[src/rtl/tap_ctrl.sv]
module tap_ctrl #(
  parameter logic [31:0] ID_VALUE = 32'h4B1D_70C3,
  parameter int          BSR_LEN  = 8
) (
  input  logic               tck,
  input  logic               trst_n,
  input  logic               tms,
  input  logic               tdi,
  output logic               tdo,
  output logic               tdo_oe,
  input  logic [BSR_LEN-1:0] bsr_capture_in,
  output logic [BSR_LEN-1:0] bsr_preload_out,
  output logic               bsr_drive_en,
  output logic               pins_hiz,
  output logic               func_reset_req,
  output logic               dbg_fwd,
  input  logic               dbg_tdo
);
  localparam logic [31:0] ID_WORD  = {ID_VALUE[31:1], 1'b1};
  localparam logic [3:0]  OP_ID    = 4'b0000;
  localparam logic [3:0]  OP_PRE   = 4'b0010;
  localparam logic [3:0]  OP_SMP   = 4'b0011;
  localparam logic [3:0]  OP_EXT   = 4'b0100;
  localparam logic [3:0]  OP_DBG0  = 4'b1000;
  localparam logic [3:0]  OP_HIZ   = 4'b1001;
  localparam logic [3:0]  OP_DBG1  = 4'b1010;

  typedef enum logic [3:0] {
    S_TLR, S_RTI, S_SEL_DR, S_CAP_DR, S_SH_DR, S_EX1_DR, S_PA_DR, S_EX2_DR, S_UPD_DR,
    S_SEL_IR, S_CAP_IR, S_SH_IR, S_EX1_IR, S_PA_IR, S_EX2_IR, S_UPD_IR
  } tap_state_e;

  tap_state_e state, nstate;
  logic [3:0]         ir, ir_sr;
  logic [31:0]        id_sr;
  logic               byp;
  logic [BSR_LEN-1:0] bsr_sr;
  logic               sel_id, sel_bsr, serial_out;

  always_comb begin
    unique case (state)
      S_TLR:    nstate = tms ? S_TLR    : S_RTI;
      S_RTI:    nstate = tms ? S_SEL_DR : S_RTI;
      S_SEL_DR: nstate = tms ? S_SEL_IR : S_CAP_DR;
      S_CAP_DR: nstate = tms ? S_EX1_DR : S_SH_DR;
      S_SH_DR:  nstate = tms ? S_EX1_DR : S_SH_DR;
      S_EX1_DR: nstate = tms ? S_UPD_DR : S_PA_DR;
      S_PA_DR:  nstate = tms ? S_EX2_DR : S_PA_DR;
      S_EX2_DR: nstate = tms ? S_UPD_DR : S_SH_DR;
      S_UPD_DR: nstate = tms ? S_SEL_DR : S_RTI;
      S_SEL_IR: nstate = tms ? S_TLR    : S_CAP_IR;
      S_CAP_IR: nstate = tms ? S_EX1_IR : S_SH_IR;
      S_SH_IR:  nstate = tms ? S_EX1_IR : S_SH_IR;
      S_EX1_IR: nstate = tms ? S_UPD_IR : S_PA_IR;
      S_PA_IR:  nstate = tms ? S_EX2_IR : S_PA_IR;
      S_EX2_IR: nstate = tms ? S_UPD_IR : S_SH_IR;
      S_UPD_IR: nstate = tms ? S_SEL_DR : S_RTI;
      default:  nstate = S_TLR;
    endcase
  end

  always_ff @(posedge tck or negedge trst_n)
    if (!trst_n) state <= S_TLR;
    else         state <= nstate;

  always_ff @(posedge tck or negedge trst_n)
    if (!trst_n)                ir <= OP_ID;
    else if (nstate == S_TLR)   ir <= OP_ID;
    else if (state == S_UPD_IR) ir <= ir_sr;

  always_ff @(posedge tck or negedge trst_n)
    if (!trst_n)                ir_sr <= 4'b0001;
    else if (state == S_CAP_IR) ir_sr <= 4'b0001;
    else if (state == S_SH_IR)  ir_sr <= {tdi, ir_sr[3:1]};

  assign sel_id  = (ir == OP_ID);
  assign sel_bsr = (ir == OP_PRE) || (ir == OP_SMP) || (ir == OP_EXT);

  always_ff @(posedge tck or negedge trst_n)
    if (!trst_n) begin
      id_sr  <= '0;
      byp    <= 1'b0;
      bsr_sr <= '0;
    end else if (state == S_CAP_DR) begin
      if (sel_id)  id_sr  <= ID_WORD;
      if (sel_bsr) bsr_sr <= bsr_capture_in;
      byp <= 1'b0;
    end else if (state == S_SH_DR) begin
      if (sel_id)                id_sr  <= {tdi, id_sr[31:1]};
      else if (sel_bsr)          bsr_sr <= {tdi, bsr_sr[BSR_LEN-1:1]};
      else                       byp    <= tdi;
    end

  always_ff @(posedge tck or negedge trst_n)
    if (!trst_n) bsr_preload_out <= '0;
    else if (state == S_UPD_DR && (ir == OP_PRE || ir == OP_EXT)) bsr_preload_out <= bsr_sr;

  assign bsr_drive_en   = (ir == OP_EXT);
  assign pins_hiz       = (ir == OP_HIZ);
  assign func_reset_req = bsr_drive_en || pins_hiz;
  assign dbg_fwd        = (ir == OP_DBG0) || (ir == OP_DBG1);

  always_comb begin
    if (state == S_SH_IR)  serial_out = ir_sr[0];
    else if (dbg_fwd)      serial_out = dbg_tdo;
    else if (sel_id)       serial_out = id_sr[0];
    else if (sel_bsr)      serial_out = bsr_sr[0];
    else                   serial_out = byp;
  end

  always_ff @(negedge tck or negedge trst_n)
    if (!trst_n) begin
      tdo    <= 1'b0;
      tdo_oe <= 1'b0;
    end else begin
      tdo    <= serial_out;
      tdo_oe <= (state == S_SH_IR) || (state == S_SH_DR);
    end

  assert_tlr_loads_id_R1: assert property (@(posedge tck) disable iff (!trst_n)
    (state == S_TLR) |=> (ir == OP_ID));
  assert_ir_only_at_update_R2: assert property (@(posedge tck) disable iff (!trst_n)
    (state != S_UPD_IR && nstate != S_TLR) |=> $stable(ir));
  assert_capture_ir_pattern_R2: assert property (@(posedge tck) disable iff (!trst_n)
    (state == S_CAP_IR) |=> (ir_sr == 4'b0001));
  assert_preload_only_at_update_R5: assert property (@(posedge tck) disable iff (!trst_n)
    (state != S_UPD_DR) |=> $stable(bsr_preload_out));
  assert_sample_keeps_preload_R6: assert property (@(posedge tck) disable iff (!trst_n)
    (state == S_UPD_DR && ir == OP_SMP) |=> $stable(bsr_preload_out));
  assert_func_reset_from_update_R7: assert property (@(posedge tck) disable iff (!trst_n)
    $rose(func_reset_req) |-> ($past(state) == S_UPD_IR));
  assert_oe_in_shift_only_R11: assert property (@(posedge tck) disable iff (!trst_n)
    tdo_oe |-> (state == S_SH_IR || state == S_SH_DR));
endmodule

[config.mk]
export PLATFORM = sky130hd
export DESIGN_NAME = tap_ctrl
export DESIGN_NICKNAME = d
export VERILOG_FILES = /design/src/rtl/tap_ctrl.sv
export SDC_FILE = /design/constraint.sdc
export NUM_CORES = 1
export LEC_CHECK = 0
export ABC_CLOCK_PERIOD_IN_PS = 2020
export BUFFER_PORTS_ARGS = -buffer_cell sky130_fd_sc_hd__buf_4
export CAP_MARGIN = 20
export CORE_MARGIN = 4
export CORE_UTILIZATION = 35
export DETAILED_ROUTE_END_ITERATION = 16
export HOLD_SLACK_MARGIN = 0.12
export PLACE_DENSITY = 0.59
export SKIP_LAST_GASP = 1
export SLEW_MARGIN = 25
export SYNTH_ARGS = -nofsm -noshare
export SYNTH_HDL_FRONTEND = slang
export SYNTH_SLANG_ARGS = --single-unit
[constraint.sdc]
create_clock -name tck -period 2.02 [get_ports tck]
set_clock_uncertainty 0.1 [all_clocks]
set_input_delay 0.505 -clock tck [delete_from_list [all_inputs] [get_ports tck]]
set_output_delay 0.505 -clock tck [all_outputs]
set_load 0.05 [all_outputs]
==> qor.txt, run 1 <==
Status - complete, but fails checks
Failing checks - negative setup slack
Sequential element share of the synthesized area - 55.6%
Clock power frac - 17.8%
Initial DRT Pass Iterations - 4
Worst Path Required - 1.41 ns
Pint - 3.54 mW
Placed instance area - 3370 µm²
Post-synth cell types - 48
DP Wirelength - 3660 µm
Slew Viols, Final - 0
Drt drc - 0
Worst setup margin - -0.516 ns
Crit path launch type - flip-flop
Total CTS buffers - 9
Final setup violation count - 7
Fin nets - 300
Count leader, synth - dfrtp_1
Slowest CP cell - dfrtn_1
IO Pins - 27
DRT antenna net count - 0
Crit path cell chain - buf_6
Root Driver - clkbuf_8
CTS sink count - 63
Port bufs - 26
Fraction of registers with async set/reset - 100%
Synth Area per Inst - 12.5 µm²
CP bufs+invs - 1
Setup CP Type - reg -> out
Global Route Usage Sum - 12.3%
Post-Layout Cell Count - 394
Hold WC Path Type - in -> reg
Sum of negative setup slack - -2.06 ns
Synth top area cells - dfrtp_1 (53%), a22o_1 (5.6%), o22a_1 (4.6%)
Worst path depth - 1
CP top delay family - flip-flops
Share of post-route cells with drive strength above 1 - 40.8%
Area growth from synthesis to layout - 32.3%
Most instantiated cells after synthesis - dfrtp_1 (60), a22o_1 (18), o22a_1 (15), nand2_1 (14), nor2_1 (11)
Hold depth - 2
Combinational power share - 45.5%
Yosys Warn Count - 0
Sw Pwr - 1.98 mW
Clock transition at path regs - 0.07 ns
Reg2reg path depth - 4
Hold Fails Final Rpt - 0
WP data arrival - 1.93 ns
Vias in the first global route - 1972
P_leak - 1.74 nW
Yosys top cell area share - 53.0%
Slew HR - 52.1%
DR WL/cell - 14.5 µm
Max Root-Sink Buffers - 2
Die width - 98.0 µm
Cell Pwr Density - 1470 nW/µm²
Predominant post-synthesis flop cell - dfrtp_1
Top cell type by total area after synthesis - dfrtp_1
DIE HEIGHT - 98.0 µm
Placed cells - 367
Largest net degree at the start of global routing - 59
First-pass GRT wire length - 9520 µm
CTS tree - yes
Post-synth EDFFs - 0
Initial antenna violation count - 0
Max-cap violations - 0
Ant. Diodes - 0
Routability cong. - 0.752
CP max FO - 1
Die Footprint - 9600 µm²
Via count - 2001
Vias/cell - 5.08
RSZ-0062 raised after global routing - yes
Number of H-tree levels - 3
Skew-Pair Late Insertion Delay - 0.33 ns
Initial DRC Count - 65
Post-Synthesis Cells - 227
Flop pwr share - 36.7%
Post-Route WL - 5710 µm
Post-synth net total - 240
Sw Ratio - 35.8%
GR Overflow Total - 0
Initial core utilization - 36.3%
Worst-Margin Slew - 0.718 ns
Post-route cell area - 3750 µm²
Worst vdd ir - 0.000472 V
CP peak stage delay - 0.43 ns
Row cnt - 32
Yosys reg bits - 63
Post-Syn Area - 2840 µm²
Setup crit end kind - primary output
R2R setup slack - -0.42 ns
Total core area - 7810 µm²
metal layers:
layer | part of all wire (%) | GRT usage, % | wire [µm] | vias to the layer above
met4 | 1.9 | 7.03 | 106 | 0
met3 | 4.0 | 3.50 | 231 | 10
met5 | 0 | 0 | 0 | -
met2 | 48 | 18.3 | 2730 | 36
met1 | 46 | 16.1 | 2650 | 998
li1 | - | - | - | 957
placed cells by master, fill, tap and decap left out, types with 2 or more instances in the layout:
cell type,netlist,layout
dfrtp_1,60,60
buf_4,3,47
a22o_1,18,18
o22a_1,15,15
nand2_1,14,14
nor2_1,11,10
mux2_4,8,10
clkbuf_8,0,10
buf_6,0,10
mux2_2,8,8
o21ai_0,6,6
mux2_1,8,6
a21oi_1,4,4
inv_1,4,4
a211oi_1,4,4
mux2i_1,4,4
buf_8,0,4
buf_12,0,4
nor2b_1,3,3
nand3_1,3,3
o211ai_1,3,3
nor3_1,3,3
nor2_4,2,3
or2_4,0,2
nor4b_2,1,2
clkinv_2,0,2
clkinv_4,0,2
dfrtn_1,2,2
layout make-up:
type,count,area [µm²]
Fill cell,710,4060
Timing Repair Buffer,66,616
Sequential cell,63,1580
Tap cell,102,128
Clock inverter,6,43.8
Clock buffer,10,138
Inverter,4,15.0
Multi-Input combinational cell,143,1230
metrics by stage:
step	power [mW]	utilization [%]	setup slack (ns)	hold WS, ns
floorplan	3.64	-	-0.305	0.109
global placement	4.28	43.2	-0.235	0.224
detailed placement	4.33	43.2	-0.269	0.228
CTS	5.45	46.9	-0.520	0.344
global route	5.89	48.0	-0.553	0.360
finish	5.52	48.0	-0.516	0.358
cells by family after synthesis:
| family | count (synthesis) | synth area share [%] |
|---|---|---|
| multiplexers | 28 | 12.0 |
| XOR/XNOR | 1 | 0.309 |
| AO/OA/AOI/OAI | 60 | 17.1 |
| buffers and inverters | 21 | 3.49 |
| flip-flops | 63 | 55.6 |
| AND/OR/NAND/NOR | 54 | 11.5 |
power groups by stage:
stage / Sequential (mW) / Combinational (mW) / Clock [mW]
after floorplan: 2.08 / 1.56 / 0
after global placement: 2.02 / 2.26 / 0
after detailed placement: 2.03 / 2.30 / 0
after CTS: 2.02 / 2.41 / 1.02
after global routing: 2.08 / 2.74 / 1.07
final: 2.03 / 2.51 / 0.982
worst paths after layout:
check,start,to
max,tdo,tdo
min,tdi,byp
min in group asynchronous,trst_n,bsr_preload_out[0]
min reg2reg,id_sr[7],id_sr[7]
max in group asynchronous,trst_n,tdo_oe
max reg2reg,ir[3],tdo
flip-flops by register name, indices dropped and copies added (netlist names):
name             flops
id_sr               32
bsr_preload_out      8
bsr_sr               8
ir                   4
ir_sr                4
state                4
byp                  1
tdo                  1
tdo_oe               1
timing repair:
action | CTS | global route
endpoints found under the hold margin | 3 | 0
setup buffers | 5 | 5
pin swaps | 5 | 8
resized for setup | 15 | 12
hold buffers | 1 | 0
endpoints found under the setup margin | 24 | 24
Power figures use the tool's default switching activity.
==> inputs of run 2 (changes only) <==
Settings changed: CTS_BUF_LIST set to sky130_fd_sc_hd__clkbuf_16.
==> run 2 against run 1 <==
Combinational power about the same. Largest power group unchanged. The flow still finishes with violations (negative setup slack). Sequential power about the same. Cell area increased by 3.2%. Clock-buffer cell count decreased by 1.
==> qor.txt, run 2 (synthesis results as in run 1) <==
Status - complete, but fails checks
Failing checks - negative setup slack
Cell Pwr Density - 1530 nW/µm² (+4.1%)
Crit path launch type - flip-flop
Slew HR - 51.2% (-0.96 points)
Most frequent cells in the layout - dfrtp_1 (59), buf_4 (48), a22o_1 (18), o22a_1 (15), nand2_1 (14)
Combinational power share - 42.5% (-3.0 points)
Largest net degree at the start of global routing - 59 (unchanged)
Slowest CP cell - dfrtn_1
Hold Worst Slack - 0.372 ns (+0.0143 ns)
Slew Viols, Final - 0 (unchanged)
P_leak - 1.79 nW (+2.6%)
CP top delay family - flip-flops
Hold path start - tdi
Drt drc - 0 (unchanged)
Worst vdd ir - 0.000479 V (+1.6%)
Vias in the first global route - 1975 (+0.15%)
Worst setup margin - -0.507 ns (+0.00915 ns)
Placed instance area - 3370 µm² (unchanged)
Hold WC Path Type - in -> reg
CTS sink count - 63 (unchanged)
Most flop-heavy register - id_sr
Port bufs - 26 (unchanged)
Crit path cell chain - buf_6
CP bufs+invs - 1 (unchanged)
Final setup violation count - 7 (unchanged)
WP data arrival - 1.92 ns (about the same)
Initial antenna violation count - 0 (unchanged)
Hold Fails Final Rpt - 0 (unchanged)
Root Driver - clkbuf_16
Sum of negative setup slack - -1.97 ns (+0.0929 ns)
DP Wirelength - 3660 µm (unchanged)
Fin nets - 301 (+0.33%)
Post-Layout Cell Count - 395 (+0.25%)
Flop pwr share - 34.4% (-2.3 points)
Sw Ratio - 34.3% (-1.5 points)
Setup CP Type - reg -> out
Routability cong. - 0.752 (unchanged)
Pint - 3.90 mW (+10%)
IO Pins - 27 (unchanged)
Worst Path Required - 1.41 ns (about the same)
Reg2Reg Capture Point - tdo
Total core area - 7810 µm² (unchanged)
DR WL/cell - 14.6 µm (+0.92%)
Die width - 98.0 µm (unchanged)
Ant. Diodes - 0 (unchanged)
Total CTS buffers - 9 (unchanged)
Setup crit end kind - primary output
Skew-Pair Late Insertion Delay - 0.32 ns (about the same)
DIE HEIGHT - 98.0 µm (unchanged)
Max Root-Sink Buffers - 2 (unchanged)
Hold Path Sink - byp
R2R setup slack - -0.34 ns (+0.08 ns)
Max-cap violations - 0 (unchanged)
First-pass GRT wire length - 9760 µm (+2.6%)
Initial DRC Count - 74 (+14%)
CP max FO - 1 (unchanged)
Final Core Density - 49.6% (+1.6 points)
Reg2reg path depth - 4 (unchanged)
Biggest regs - id_sr (32), bsr_preload_out (8), bsr_sr (8)
Row cnt - 32 (unchanged)
CP peak stage delay - 0.42 ns (about the same)
Sw Pwr - 2.04 mW (+2.9%)
Global Route Usage Sum - 12.7% (+0.40 points)
Die Footprint - 9600 µm² (unchanged)
Worst r2r src - ir[3]
Vias/cell - 5.08 (about the same)
Placed cells - 367 (unchanged)
GR Overflow Total - 0 (unchanged)
Clock transition at path regs - 0.05 ns (-0.02 ns)
Area growth from synthesis to layout - 36.5%
Clock power frac - 23.1% (+5.3 points)
Initial core utilization - 36.3% (unchanged)
Post-route cell area - 3870 µm² (+3.2%)
CTS tree - yes
Via count - 2008 (+0.35%)
Max reg flops - 32 (unchanged)
RSZ-0062 raised after global routing - yes
Number of H-tree levels - 3 (unchanged)
Initial DRT Pass Iterations - 4 (unchanged)
DRT antenna net count - 0 (unchanged)
Hold depth - 2 (unchanged)
Worst-Margin Slew - 0.732 ns (+0.0144 ns)
Most common cell after layout, fill and taps aside - dfrtp_1
Share of post-route cells with drive strength above 1 - 42.0% (+1.2 points)
Post-Route WL - 5780 µm (+1.2%)
## run 2: layout make-up
| type | instances | area (µm²) |
|---|---|---|
| clock buffer | 9 | 225 |
| clock inverter | 7 | 47.5 |
| fill | 701 | 3940 |
| inverter | 4 | 15.0 |
| multi-input combinational | 143 | 1250 |
| sequential | 63 | 1580 |
| tap | 102 | 128 |
| timing repair buffer | 67 | 623 |
## run 2: per-layer routing
layer	wire (µm)	track usage [%]	vias up
li1	-	-	970
met1	2690	16.7	992
met2	2730	18.9	35
met3	217	3.50	11
met4	146	7.35	0
met5	0	0	-
## run 2: stage by stage
step | setup WS, ns | power, mW
after detailed placement | -0.269 | 4.33
after global routing | -0.538 | 6.31
after CTS | -0.522 | 5.84
after floorplan | -0.305 | 3.64
after global placement | -0.235 | 4.28
final | -0.507 | 5.93
## run 2: repair_timing
action | 4_1_cts | 5_1_grt
resized for setup | 14 | 18
setup endpoints to repair | 24 | 24
hold buffers | 1 | 0
pin swaps | 5 | 10
hold endpoints to repair | 3 | 0
buffers inserted | 4 | 7
## run 2: power by group through the flow
stage | Clock [mW] | Combinational [mW] | Sequential [mW]
2_1_floorplan | 0 | 1.56 | 2.08
3_3_place_gp | 0 | 2.26 | 2.02
3_5_place_dp | 0 | 2.30 | 2.03
4_1_cts | 1.42 | 2.40 | 2.02
5_1_grt | 1.48 | 2.74 | 2.09
6_report | 1.37 | 2.52 | 2.04
## run 2: worst max path at each step
stage / startpoint / to / slack, ns / cells after the start
global route: tdo / tdo / -0.54 / 1
floorplan: ir[3] / tdo / -0.31 / 5
detailed placement: ir[3] / tdo / -0.27 / 4
CTS: tdo / tdo / -0.52 / 1
finish: tdo / tdo / -0.51 / 1
global placement: ir[3] / tdo / -0.24 / 4
==> inputs of run 3 (changes only) <==
--- a/constraint.sdc
+++ b/constraint.sdc
@@ -4,2 +4,2 @@
 set_output_delay 0.505 -clock tck [all_outputs]
-set_load 0.05 [all_outputs]
+set_load 0.005 [all_outputs]
==> run 3 against run 2 <==
The flow still finishes with violations (negative setup slack). Global-route usage is 0.37 points higher. Clock-buffer cell count is the same. Hold slack worse by 0.019 ns. Sequential share of layout area increased by 1.3 points. Critical endpoint is now tdo_oe. Largest power group unchanged.
==> qor.txt, run 3 (synthesis results as in run 1) <==
CTS tree - yes
Die width - 98.0 µm (unchanged)
Slowest CP cell - dfrtn_1
DRT antenna net count - 0 (unchanged)
Root Driver - clkbuf_16
Hold Fails Final Rpt - 0 (unchanged)
Port bufs - 26 (unchanged)
Largest net degree at the start of global routing - 40 (-32%)
Hold Path Sink - id_sr[31]
Total CTS buffers - 9 (unchanged)
Crit path cell chain - buf_4
Worst-Margin Slew - 0.729 ns (-0.00298 ns)
Initial DRC Count - 72 (-2.7%)
Post-Layout Cell Count - 389 (-1.5%)
CP top delay family - flip-flops
Area of the multi-input gates - 1210 µm² (-3.1%)
Routability cong. - 0.739 (-1.7%)
Row cnt - 32 (unchanged)
Skew-Pair Late Insertion Delay - 0.32 ns (about the same)
Max Root-Sink Buffers - 2 (unchanged)
Hold WC Path Type - in -> reg
Initial DRT Pass Iterations - 4 (unchanged)
Placed cells - 363 (-1.1%)
Die Footprint - 9600 µm² (unchanged)
Hold depth - 2 (unchanged)
CTS sink count - 63 (unchanged)
Cell Pwr Density - 1520 nW/µm² (-0.63%)
Worst r2r src - ir[0]
Via count - 1953 (-2.7%)
Hold path start - tdi
FF/Latch Area - 1580 µm² (about the same)
Max reg flops - 32 (unchanged)
Failing checks - negative setup slack
Reg2reg path depth - 4 (unchanged)
Global Route Usage Sum - 13.1% (+0.37 points)
Ant. Diodes - 0 (unchanged)
R2R setup slack - -0.23 ns (+0.11 ns)
Initial core utilization - 36.3% (unchanged)
GR Overflow Total - 0 (unchanged)
Most common cell after layout, fill and taps aside - dfrtp_1
Fillers - 702 (+0.14%)
Slew Viols, Final - 0 (unchanged)
Clock transition at path regs - 0.05 ns (about the same)
Sum of negative setup slack - -1.69 ns (+0.280 ns)
DR WL/cell - 15.1 µm (+2.9%)
Fin nets - 295 (-2.0%)
Setup CP Type - reg -> out
CP bufs+invs - 1 (unchanged)
Placed instance area - 3280 µm² (-2.6%)
Vias in the first global route - 2040 (+3.3%)
Setup crit end kind - primary output
Most frequent cells in the layout - dfrtp_1 (58), buf_4 (46), a22o_1 (18), o22a_1 (15), nand2_1 (13)
Drt drc - 0 (unchanged)
First-pass GRT wire length - 10000 µm (+2.4%)
WP data arrival - 1.86 ns (-0.06 ns)
Worst vdd ir - 0.000646 V (+35%)
DIE HEIGHT - 98.0 µm (unchanged)
Worst Path Required - 1.41 ns (about the same)
Max-cap violations - 0 (unchanged)
Biggest regs - id_sr (32), bsr_preload_out (8), bsr_sr (8)
RSZ-0062 raised after global routing - yes
Worst setup margin - -0.441 ns (+0.0662 ns)
Post-Route WL - 5860 µm (+1.3%)
Final setup violation count - 22 (+15)
IO Pins - 27 (unchanged)
CP max FO - 1 (unchanged)
Hold Worst Slack - 0.353 ns (-0.0190 ns)
Total core area - 7810 µm² (unchanged)
Vias/cell - 5.02 (-1.2%)
Post-route cell area - 3760 µm² (-2.9%)
Number of H-tree levels - 3 (unchanged)
DP Wirelength - 3800 µm (+3.8%)
Share of post-route cells with drive strength above 1 - 39.0% (-3.0 points)
Initial antenna violation count - 0 (unchanged)
P_leak - 1.74 nW (-2.7%)
Area growth from synthesis to layout - 32.5%
CP peak stage delay - 0.41 ns (about the same)
Reg2Reg Capture Point - tdo
Most flop-heavy register - id_sr
Status - complete, but fails checks
Slew HR - 51.4% (+0.20 points)
Crit path launch type - flip-flop
## run 3: worst max path at each step
stage | from | to | cells past startpoint
finish | tdo_oe | tdo_oe | 1
global route | tdo_oe | tdo_oe | 1
CTS | tdo_oe | tdo_oe | 1
detailed placement | ir[3] | tdo | 4
global placement | ir[3] | tdo | 4
floorplan | ir[3] | tdo | 5
## run 3: through the flow
stage | total power, mW | setup slack [ns] | util, %
final | 5.72 | -0.441 | 48.1
after global routing | 6.11 | -0.467 | 48.1
after CTS | 5.69 | -0.452 | 47.1
after detailed placement | 4.06 | -0.247 | 42.1
after global placement | 4.01 | -0.221 | 42.1
after floorplan | 3.42 | -0.296 | -
## run 3: timing repair
| item | in CTS | in global routing |
|---|---|---|
| endpoints found under the setup margin | 8 | 56 |
| hold endpoints to repair | 21 | 0 |
| hold buffers | 1 | 0 |
| pin swaps | 4 | 7 |
| resized for setup | 11 | 13 |
| setup buffers | 6 | 3 |
## run 3: final cells by class
type / count / area share, %
sequential: 63 / 42.1
multi-input combinational: 143 / 32.3
clock buffer: 9 / 5.99
clock inverter: 7 / 1.70
timing repair buffer: 61 / 14.1
tap: 102 / 3.40
inverter: 4 / 0.400
## run 3: where the power goes
part / internal (mW) / leakage [nW] / switching (mW) / total (mW)
sequential: 1.73 / 0.788 / 0.295 / 2.03
combinational: 1.23 / 0.808 / 0.978 / 2.21
clock: 0.942 / 0.140 / 0.540 / 1.48
## run 3: per-layer routing
layer  GRT usage [%]  share of wire, %  vias up
met1            17.0                48      973
met3            5.29               3.3        6
li1                -                 -      951
met5               0                 0        -
met2            19.8                48       23
met4            4.69               1.1        0
